[config.mk]
export PLATFORM = sky130hd
export DESIGN_NAME = cmi_codec
export DESIGN_NICKNAME = d
export VERILOG_FILES = /design/src/rtl/cmi_codec_pkg.sv /design/src/rtl/cmi_enc.sv /design/src/rtl/cmi_align.sv /design/src/rtl/cmi_dec.sv /design/src/rtl/cmi_codec.sv
export SDC_FILE = /design/constraint.sdc
export NUM_CORES = 1
export LEC_CHECK = 0
export BUFFER_PORTS_ARGS = -buffer_cell sky130_fd_sc_hd__buf_2
export CORE_MARGIN = 2
export CORE_UTILIZATION = 23
export CTS_CLUSTER_SIZE = 10
export DETAILED_ROUTE_END_ITERATION = 7
export PLACE_DENSITY_LB_ADDON = 0.05
export SYNTH_ARGS = -nofsm -noshare
export SYNTH_HDL_FRONTEND = slang
export SYNTH_SLANG_ARGS = --single-unit
[constraint.sdc]
create_clock -name clk -period 1.85 [get_ports clk]
set_input_delay 0.0925 -clock clk [delete_from_list [all_inputs] [get_ports clk]]
set_output_delay 0.0925 -clock clk [all_outputs]
set_load 0.1 [all_outputs]
[src/rtl/cmi_codec_pkg.sv]
package cmi_codec_pkg;

   typedef struct packed {
      logic early;
      logic late;
   } half_pair_t;

   typedef enum logic [1:0] {
      SYM_ZERO = 2'd0,
      SYM_HIGH = 2'd1,
      SYM_LOW  = 2'd2,
      SYM_BAD  = 2'd3
   } line_sym_e;

   function automatic line_sym_e classify_pair(input half_pair_t p);
      case ({p.early, p.late})
         2'b01:   return SYM_ZERO;
         2'b11:   return SYM_HIGH;
         2'b00:   return SYM_LOW;
         default: return SYM_BAD;
      endcase
   endfunction

endpackage

[src/rtl/cmi_enc.sv]
module cmi_enc (
   input  logic clk,
   input  logic rst_n,
   input  logic cmi_en,
   input  logic tx_nrz,
   output logic tx_bit_req,
   output logic tx_line
);
   logic half_q;
   logic mark_lvl_q;
   logic late_q;
   logic line_q;

   assign tx_bit_req = ~half_q;
   assign tx_line    = line_q;

   always_ff @(posedge clk) begin
      if (!rst_n) begin
         half_q     <= 1'b0;
         mark_lvl_q <= 1'b1;
         late_q     <= 1'b0;
         line_q     <= 1'b0;
      end else begin
         half_q <= ~half_q;
         if (!half_q) begin
            if (!cmi_en) begin
               line_q <= tx_nrz;
               late_q <= tx_nrz;
            end else if (!tx_nrz) begin
               line_q <= 1'b0;
               late_q <= 1'b1;
            end else begin
               line_q     <= mark_lvl_q;
               late_q     <= mark_lvl_q;
               mark_lvl_q <= ~mark_lvl_q;
            end
         end else begin
            line_q <= late_q;
         end
      end
   end
endmodule

[src/rtl/cmi_align.sv]
module cmi_align #(
   parameter int WIN_BITS    = 16,
   parameter int SLIP_THRESH = 4
) (
   input  logic clk,
   input  logic rst_n,
   input  logic cmi_en,
   input  logic pair_bad,
   output logic dec_stb
);
   localparam int BW = (WIN_BITS > 2) ? $clog2(WIN_BITS) : 1;
   localparam int CW = $clog2(WIN_BITS + 1);

   logic          ph_q;
   logic          primed_q;
   logic [BW-1:0] bit_cnt_q;
   logic [CW-1:0] bad_cnt_q;
   logic [CW-1:0] bad_next;
   logic          win_end;
   logic          slip;

   assign dec_stb  = ph_q & primed_q;
   assign bad_next = bad_cnt_q + CW'(pair_bad & cmi_en);
   assign win_end  = (bit_cnt_q == BW'(WIN_BITS - 1));
   assign slip     = dec_stb & cmi_en & win_end & (bad_next > CW'(SLIP_THRESH));

   always_ff @(posedge clk) begin
      if (!rst_n) begin
         ph_q      <= 1'b0;
         primed_q  <= 1'b0;
         bit_cnt_q <= '0;
         bad_cnt_q <= '0;
      end else begin
         primed_q <= primed_q | ph_q;
         ph_q     <= slip ? ph_q : ~ph_q;
         if (dec_stb) begin
            if (win_end) begin
               bit_cnt_q <= '0;
               bad_cnt_q <= '0;
            end else begin
               bit_cnt_q <= bit_cnt_q + BW'(1);
               bad_cnt_q <= bad_next;
            end
         end
      end
   end
endmodule

[src/rtl/cmi_dec.sv]
module cmi_dec
   import cmi_codec_pkg::*;
#(
   parameter int LAT_CLK = 4
) (
   input  logic clk,
   input  logic rst_n,
   input  logic cmi_en,
   input  logic rx_line,
   input  logic dec_stb,
   output logic pair_bad,
   output logic rx_data,
   output logic rx_valid,
   output logic rx_viol
);
   logic       s_now_q;
   logic       s_prev_q;
   logic       last_lvl_q;
   logic       have_one_q;
   half_pair_t pair;
   line_sym_e  sym;
   logic       is_one;
   logic [2:0] stage_in;

   assign pair     = '{early: s_prev_q, late: s_now_q};
   assign sym      = classify_pair(pair);
   assign pair_bad = (sym == SYM_BAD);
   assign is_one   = (sym == SYM_HIGH) || (sym == SYM_LOW);

   always_comb begin
      if (cmi_en) begin
         stage_in = {dec_stb, is_one,
                     pair_bad | (is_one & have_one_q & (s_now_q == last_lvl_q))};
      end else begin
         stage_in = {dec_stb, s_now_q, 1'b0};
      end
   end

   always_ff @(posedge clk) begin
      if (!rst_n) begin
         s_now_q    <= 1'b0;
         s_prev_q   <= 1'b0;
         last_lvl_q <= 1'b0;
         have_one_q <= 1'b0;
      end else begin
         s_prev_q <= s_now_q;
         s_now_q  <= rx_line;
         if (dec_stb && cmi_en && is_one) begin
            last_lvl_q <= s_now_q;
            have_one_q <= 1'b1;
         end
      end
   end

   for (genvar i = 0; i < LAT_CLK; i++) begin : g_stage
      logic [2:0] q;
      if (i == 0) begin : g_head
         always_ff @(posedge clk) begin
            if (!rst_n) q <= '0;
            else        q <= stage_in;
         end
      end else begin : g_body
         always_ff @(posedge clk) begin
            if (!rst_n) q <= '0;
            else        q <= g_stage[i-1].q;
         end
      end
   end

   assign rx_valid = g_stage[LAT_CLK-1].q[2];
   assign rx_data  = g_stage[LAT_CLK-1].q[1] & g_stage[LAT_CLK-1].q[2];
   assign rx_viol  = g_stage[LAT_CLK-1].q[0] & g_stage[LAT_CLK-1].q[2];
endmodule

[src/rtl/cmi_codec.sv]
module cmi_codec #(
   parameter int WIN_BITS    = 16,
   parameter int SLIP_THRESH = 4,
   parameter int RX_LAT_BITS = 2
) (
   input  logic clk,
   input  logic rst_n,
   input  logic cmi_en,
   input  logic tx_nrz,
   output logic tx_bit_req,
   output logic tx_line,
   input  logic rx_line,
   output logic rx_data,
   output logic rx_valid,
   output logic rx_viol
);
   localparam int LAT_CLK = 2 * RX_LAT_BITS;

   if (WIN_BITS < 2) begin : g_bad_win
      $error("cmi_codec: WIN_BITS must be at least 2");
   end
   if (SLIP_THRESH < 0 || SLIP_THRESH >= WIN_BITS) begin : g_bad_thr
      $error("cmi_codec: SLIP_THRESH must lie in 0..WIN_BITS-1");
   end
   if (RX_LAT_BITS < 1) begin : g_bad_lat
      $error("cmi_codec: RX_LAT_BITS must be at least 1");
   end

   logic dec_stb;
   logic pair_bad;

   cmi_enc u_enc (
      .clk        (clk),
      .rst_n      (rst_n),
      .cmi_en     (cmi_en),
      .tx_nrz     (tx_nrz),
      .tx_bit_req (tx_bit_req),
      .tx_line    (tx_line)
   );

   cmi_align #(
      .WIN_BITS    (WIN_BITS),
      .SLIP_THRESH (SLIP_THRESH)
   ) u_align (
      .clk      (clk),
      .rst_n    (rst_n),
      .cmi_en   (cmi_en),
      .pair_bad (pair_bad),
      .dec_stb  (dec_stb)
   );

   cmi_dec #(
      .LAT_CLK (LAT_CLK)
   ) u_dec (
      .clk      (clk),
      .rst_n    (rst_n),
      .cmi_en   (cmi_en),
      .rx_line  (rx_line),
      .dec_stb  (dec_stb),
      .pair_bad (pair_bad),
      .rx_data  (rx_data),
      .rx_valid (rx_valid),
      .rx_viol  (rx_viol)
   );
endmodule

* Word-level counts from Yosys, hierarchy flattened
Cells that the tools add are included.
Cells by class: $add $sub $neg 2, eq/ne operators 7, reduce and logical (&&, ||, !) cells 6, bitwise logic cells 14, magnitude comparators 1, mux-type cells 9
Operators with widths (count):
- $and 1x1->1 | 9
- $eq 2x2->1 const B | 3
- $pmux 2 s3 | 1
- $add 5x5->5 | 1
- $gt 5x3->1 const B | 1
- $mux 1 | 5
- $mux 5 | 1
- $add 4x1->4 const B | 1
- $eq 2x1->1 const B | 2
- $eq 4x4->1 const B | 1
- $mux 4 | 1
- $not 1->1 | 3
- $reduce_and 3->1 | 1
- $logic_and 1x1->1 | 2
- $logic_not 2->1 | 1
- $mux 2 | 1
- $or 1x1->1 | 2
- $reduce_and 2->1 | 1
- $eq 1x1->1 | 1
- $logic_or 1x1->1 | 1
Storage, ports and cells: output and inout bits 5, register bits after elaboration 31, word-level logic and storage cells 56

* Logic depth before layout (Yosys ltp)
depth in word-level cells 8, gate-level depth with buffers 8, depth with buffers taken out 8

* By module
From an unflattened synthesis, not the netlist that was laid out.
Unflattened totals: cell total of the unflattened synthesis 121, area, all modules 1214.9 sq um
By module, submodules not included:
- cmi_align | times used 1, cells each 58, area each 535.5 sq um, seq. area each 220.2 sq um
- cmi_dec | times used 1, cells each 45, area each 521.8 sq um, seq. area each 320.3 sq um
- cmi_enc | times used 1, cells each 18, area each 157.7 sq um, seq. area each 80.1 sq um

* Worst setup path after synthesis
OpenSTA, ideal clock, no wires.
kind reg-to-reg, start register u_dec.s_now_q, end register u_align.ph_q, buffers on the path 0, data arrival time 1.844 ns, cell stages (with the launch flop) 9, setup time 0.116 ns, slack -0.109 ns, cell sequence dfxtp_1 -> inv_1 -> ha_1 -> and2_1 -> ha_1 -> ha_1 -> a2111oi_0 -> o311ai_1 -> and3_1
On the way: longest elaborated chain between the ends 7, elaborated cells between the ends (all ways) 9, those cells by class add/sub: 1; order compare: 1; eq/ne: 3; mux: 1; bitwise: 2; reduce/logical: 1
Ends and longest elaborated chain:
- start: declaration | line cmi_dec.sv:16 | logic s_now_q;
- start signal: assignment | line cmi_dec.sv:47 | s_now_q <= rx_line;
- $eq 2x2->1, or another cell as far along | line cmi_codec_pkg.sv:16 | case ({p.early, p.late})
- $pmux 2 s3 * | line cmi_codec_pkg.sv:16
- $eq 2x2->1 * | line cmi_dec.sv:27 | assign pair_bad = (sym == SYM_BAD);
- $and 1x1->1 * | line cmi_align.sv:23 | assign bad_next = bad_cnt_q + CW'(pair_bad & cmi_en);
- $add 5x5->5 * | line cmi_align.sv:23
- $gt 5x3->1 * | line cmi_align.sv:25 | assign slip = dec_stb & cmi_en & win_end & (bad_next > CW'(SLIP_THRESH));
- $and 1x1->1 * | line cmi_align.sv:25
- end signal: assignment | line cmi_align.sv:35 | ph_q <= slip ? ph_q : ~ph_q;
- end: declaration | line cmi_align.sv:14 | logic ph_q;
Mark *: on every way between the ends. The rest lies on a longest branch, timed or not. A chain may end at the register's enable or synchronous reset.

* Worst setup path after layout
Ends and elaborated chain as after synthesis.

==> flow_summary.ini <==
[outcome]
status = completed

[synth]
syn_nets = 132
synth_cells = 123
ys_warn_count = 0
yosysUniqueCellTypes = 29
synth_area_per_cell_um2 = 9.694
ys_seq_area_share_pct = 52.05
synth_area_um2 = 1192
synth_seq_cells = 31

[clock_tree]
cts_tree = built
cts_made_buffers = 5
cts.sinks = 31
clk_pin_slew_ps = 70
cts_hold_buf = 0
cts_max_level = 2
clock_latency_ps = 280
clk_path_buf_depth = 2
ctsRootBufferMaster = clkbuf_8

[timing]
finalCritPeriodShare_pct = 95.14
worstMarginPinSlew_ps = 483.6
hold_violations = 0
setup_ws_ps = 89.89
finalSetupViolations = 0
fin_skew_ps = 7.082
post-route-min-period_ps = 1760
fin_tns_setup_ps = 0
timing.fmax_mhz = 568.1
report.final.slew_viol_count = 0
relSlewSlack_pct = 67.98

[drt]
antenna_left = 0
route.detailed.drc = 0
drtIter0Drc = 19
vias = 867
viasPerCell = 4.129
wl_per_cell_um = 10.55
wl_um = 2215
drt_first_pass_iters = 4

[finish]
final_cell_mix = dfxtp_1 (30), and2_1 (17), nand2_1 (11), buf_2 (9), and3_1 (7)
final_layout_size_suffix_gt1_share_pct = 24.29
nets = 148
syn_to_final_growth_pct = 27.70
layout_commonest_cell = dfxtp_1
final_cell_count_no_fill = 210
final_util_pct = 30.20
antenna-diode-count = 0

[die]
fp-row-count = 26
core_um2 = 5042
die_h_um = 76
die_area_um2 = 5776
start_util_pct = 23.65
io_pins = 10
fp.dieW_um = 76

[setup_path]
cp_cell_sequence = inv_2 > ha_4 > and2_4 > ha_4 > ha_4 > a2111oi_4 > o311ai_2 > and3_1
r2r-end = u_align.ph_q$_SDFFE_PN0N_
r2r_cells = 8
reg2reg_from = u_dec.s_now_q$_SDFF_PN0_
startpoint = u_dec.s_now_q$_SDFF_PN0_
criticalPathCategory = register to register
arrival_ps = 1940
slowest_delay_ps = 360
critPathSlowestCell = a2111oi_4
crit_required_ps = 2030
r2r_setup_slack_ps = 90
endpoint = u_align.ph_q$_SDFFE_PN0N_
start_kind = register
critPathCaptureType = register
crit_fanout = 3
path_common_cell = ha_4

[pwr]
powerDensity_nw_per_um2 = 960.6
ir_worst_vdd_uv = 327.9
p_sw_mw = 0.3362
p_seq_share_pct = 48.0
p_int_mw = 1.127
p_sw_share_pct = 22.98
p_leak_nw = 0.6035
power_frac_comb_pct = 6.7
clkPwrFrac_pct = 45.3

[global_route]
grt_pass1_vias = 845
antenna_found_initial = 0
grt_overflow_total = 0
grt_pass1_wl_um = 3850
grt_max_degree = 31
groute.usage.overall_pct = 8.532

[hold_path]
holdCritPathClass = input port to register
holdPathStages = 2

[placed_design]
gp_congestion = 0.7436
io_buffers = 9
post-dp-hpwl_um = 1434
place_ws_ps = -86.27
dp_cells = 201

[run]
cap_violations = 0
[synth_stat cells]
master	n	share of area, %
and3_1	7	3.7
a21oi_1	2	0.84
nand2_2	1	0.52
dfxtp_1	31	52
clkbuf_1	4	1.3
nand2_1	11	3.5
a21boi_0	3	1.9
or3_1	1	0.52
or2_2	1	0.52
nor2b_1	4	2.1
o21a_1	2	1.3
a2111oi_0	1	0.73
o211ai_1	2	1.3
o21ai_0	6	2.5
and2_1	20	10
inv_1	3	0.94
nor3_1	2	0.84
a22oi_1	2	1.3
o2111ai_1	1	0.73
a31o_2	1	0.73
xor2_1	1	0.73
xnor2_1	4	2.9
ha_1	4	4.2
nor4b_1	1	0.73
nand3_1	2	0.84
o311ai_1	1	0.73
and3b_1	1	0.73
nor2_1	3	0.94
a31oi_1	1	0.52
[cell families after synthesis]
group | share of synthesized area (%)
compound gates | 12.49
xor+xnor | 3.672
fa+ha+maj | 4.197
buf+inv | 2.203
flops | 52.05
simple gates | 25.39
[final cells by class]
class | count | area (µm²)
clock buffer | 5 | 68.82
clock inverter | 3 | 43.79
fill | 527 | 3520
inverter | 3 | 11.26
multi-input combinational | 85 | 614.3
sequential | 31 | 621.8
tap | 70 | 87.58
timing repair buffer | 13 | 75.07
[power groups by stage]
stage	Combinational [mW]	Sequential (mW)	Clock [mW]
floorplan	0.0568	0.727	0
global placement	0.0918	0.716	0
detailed placement	0.0925	0.716	0
CTS	0.0934	0.701	0.694
global route	0.109	0.706	0.725
finish	0.0975	0.702	0.663
[stage by stage]
step | power [mW] | area, µm² | hold WS [ps]
2_1_floorplan | 0.7835 | 1201 | 219.8
3_3_place_gp | 0.8080 | 1341 | 316.7
3_5_place_dp | 0.8090 | 1341 | 310.5
4_1_cts | 1.489 | 1483 | 9.713
5_1_grt | 1.540 | 1523 | 21.34
6_report | 1.463 | 1523 | 18.78
[critical path, delay by kind of cell, from the launching register on]
kind	cells	cell delay, ps
simple gates	2	320
compound gates	2	490
fa+ha+maj	3	470
flops	1	330
buf+inv	1	50
[layer usage]
metal / part of all wire [%] / GRT usage [%] / routed length, µm / up-vias
li1: - / - / - / 449
met1: 48 / 10.07 / 1055 / 400
met2: 46 / 12.77 / 1017 / 12
met3: 3.6 / 3.555 / 79 / 6
met4: 2.8 / 5.455 / 63 / 0
met5: 0 / 0 / 0 / -
[flip-flops by register name (all words and copies together), names as in the netlist]
register / count
u_dec.s_now_q: 1
u_align.bad_cnt_q: 5
u_dec.g_stage.q: 12
u_dec.have_one_q: 1
u_dec.last_lvl_q: 1
u_enc.mark_lvl_q: 1
u_enc.half_q: 1
u_dec.s_prev_q: 1
u_align.bit_cnt_q: 4
u_enc.tx_line: 1
u_align.primed_q: 1
u_align.ph_q: 1
u_enc.late_q: 1
[worst min path at each step]
stage	from	end	slack, ps
finish	rx_line	u_dec.s_now_q$_SDFF_PN0_	20
global route	rx_line	u_dec.s_now_q$_SDFF_PN0_	20
CTS	rx_line	u_dec.s_now_q$_SDFF_PN0_	10
detailed placement	rx_line	u_dec.s_now_q$_SDFF_PN0_	310
global placement	rx_line	u_dec.s_now_q$_SDFF_PN0_	320
floorplan	rx_line	u_dec.s_now_q$_SDFF_PN0_	220
[timing repair]
action / CTS / global route
setup endpoints to repair: 2 / 2
setup buffers: 0 / 1
pin swaps: 2 / 4
gates cloned: 0 / 0
gates resized for setup: 4 / 6
(Power assumes the default switching activity.)
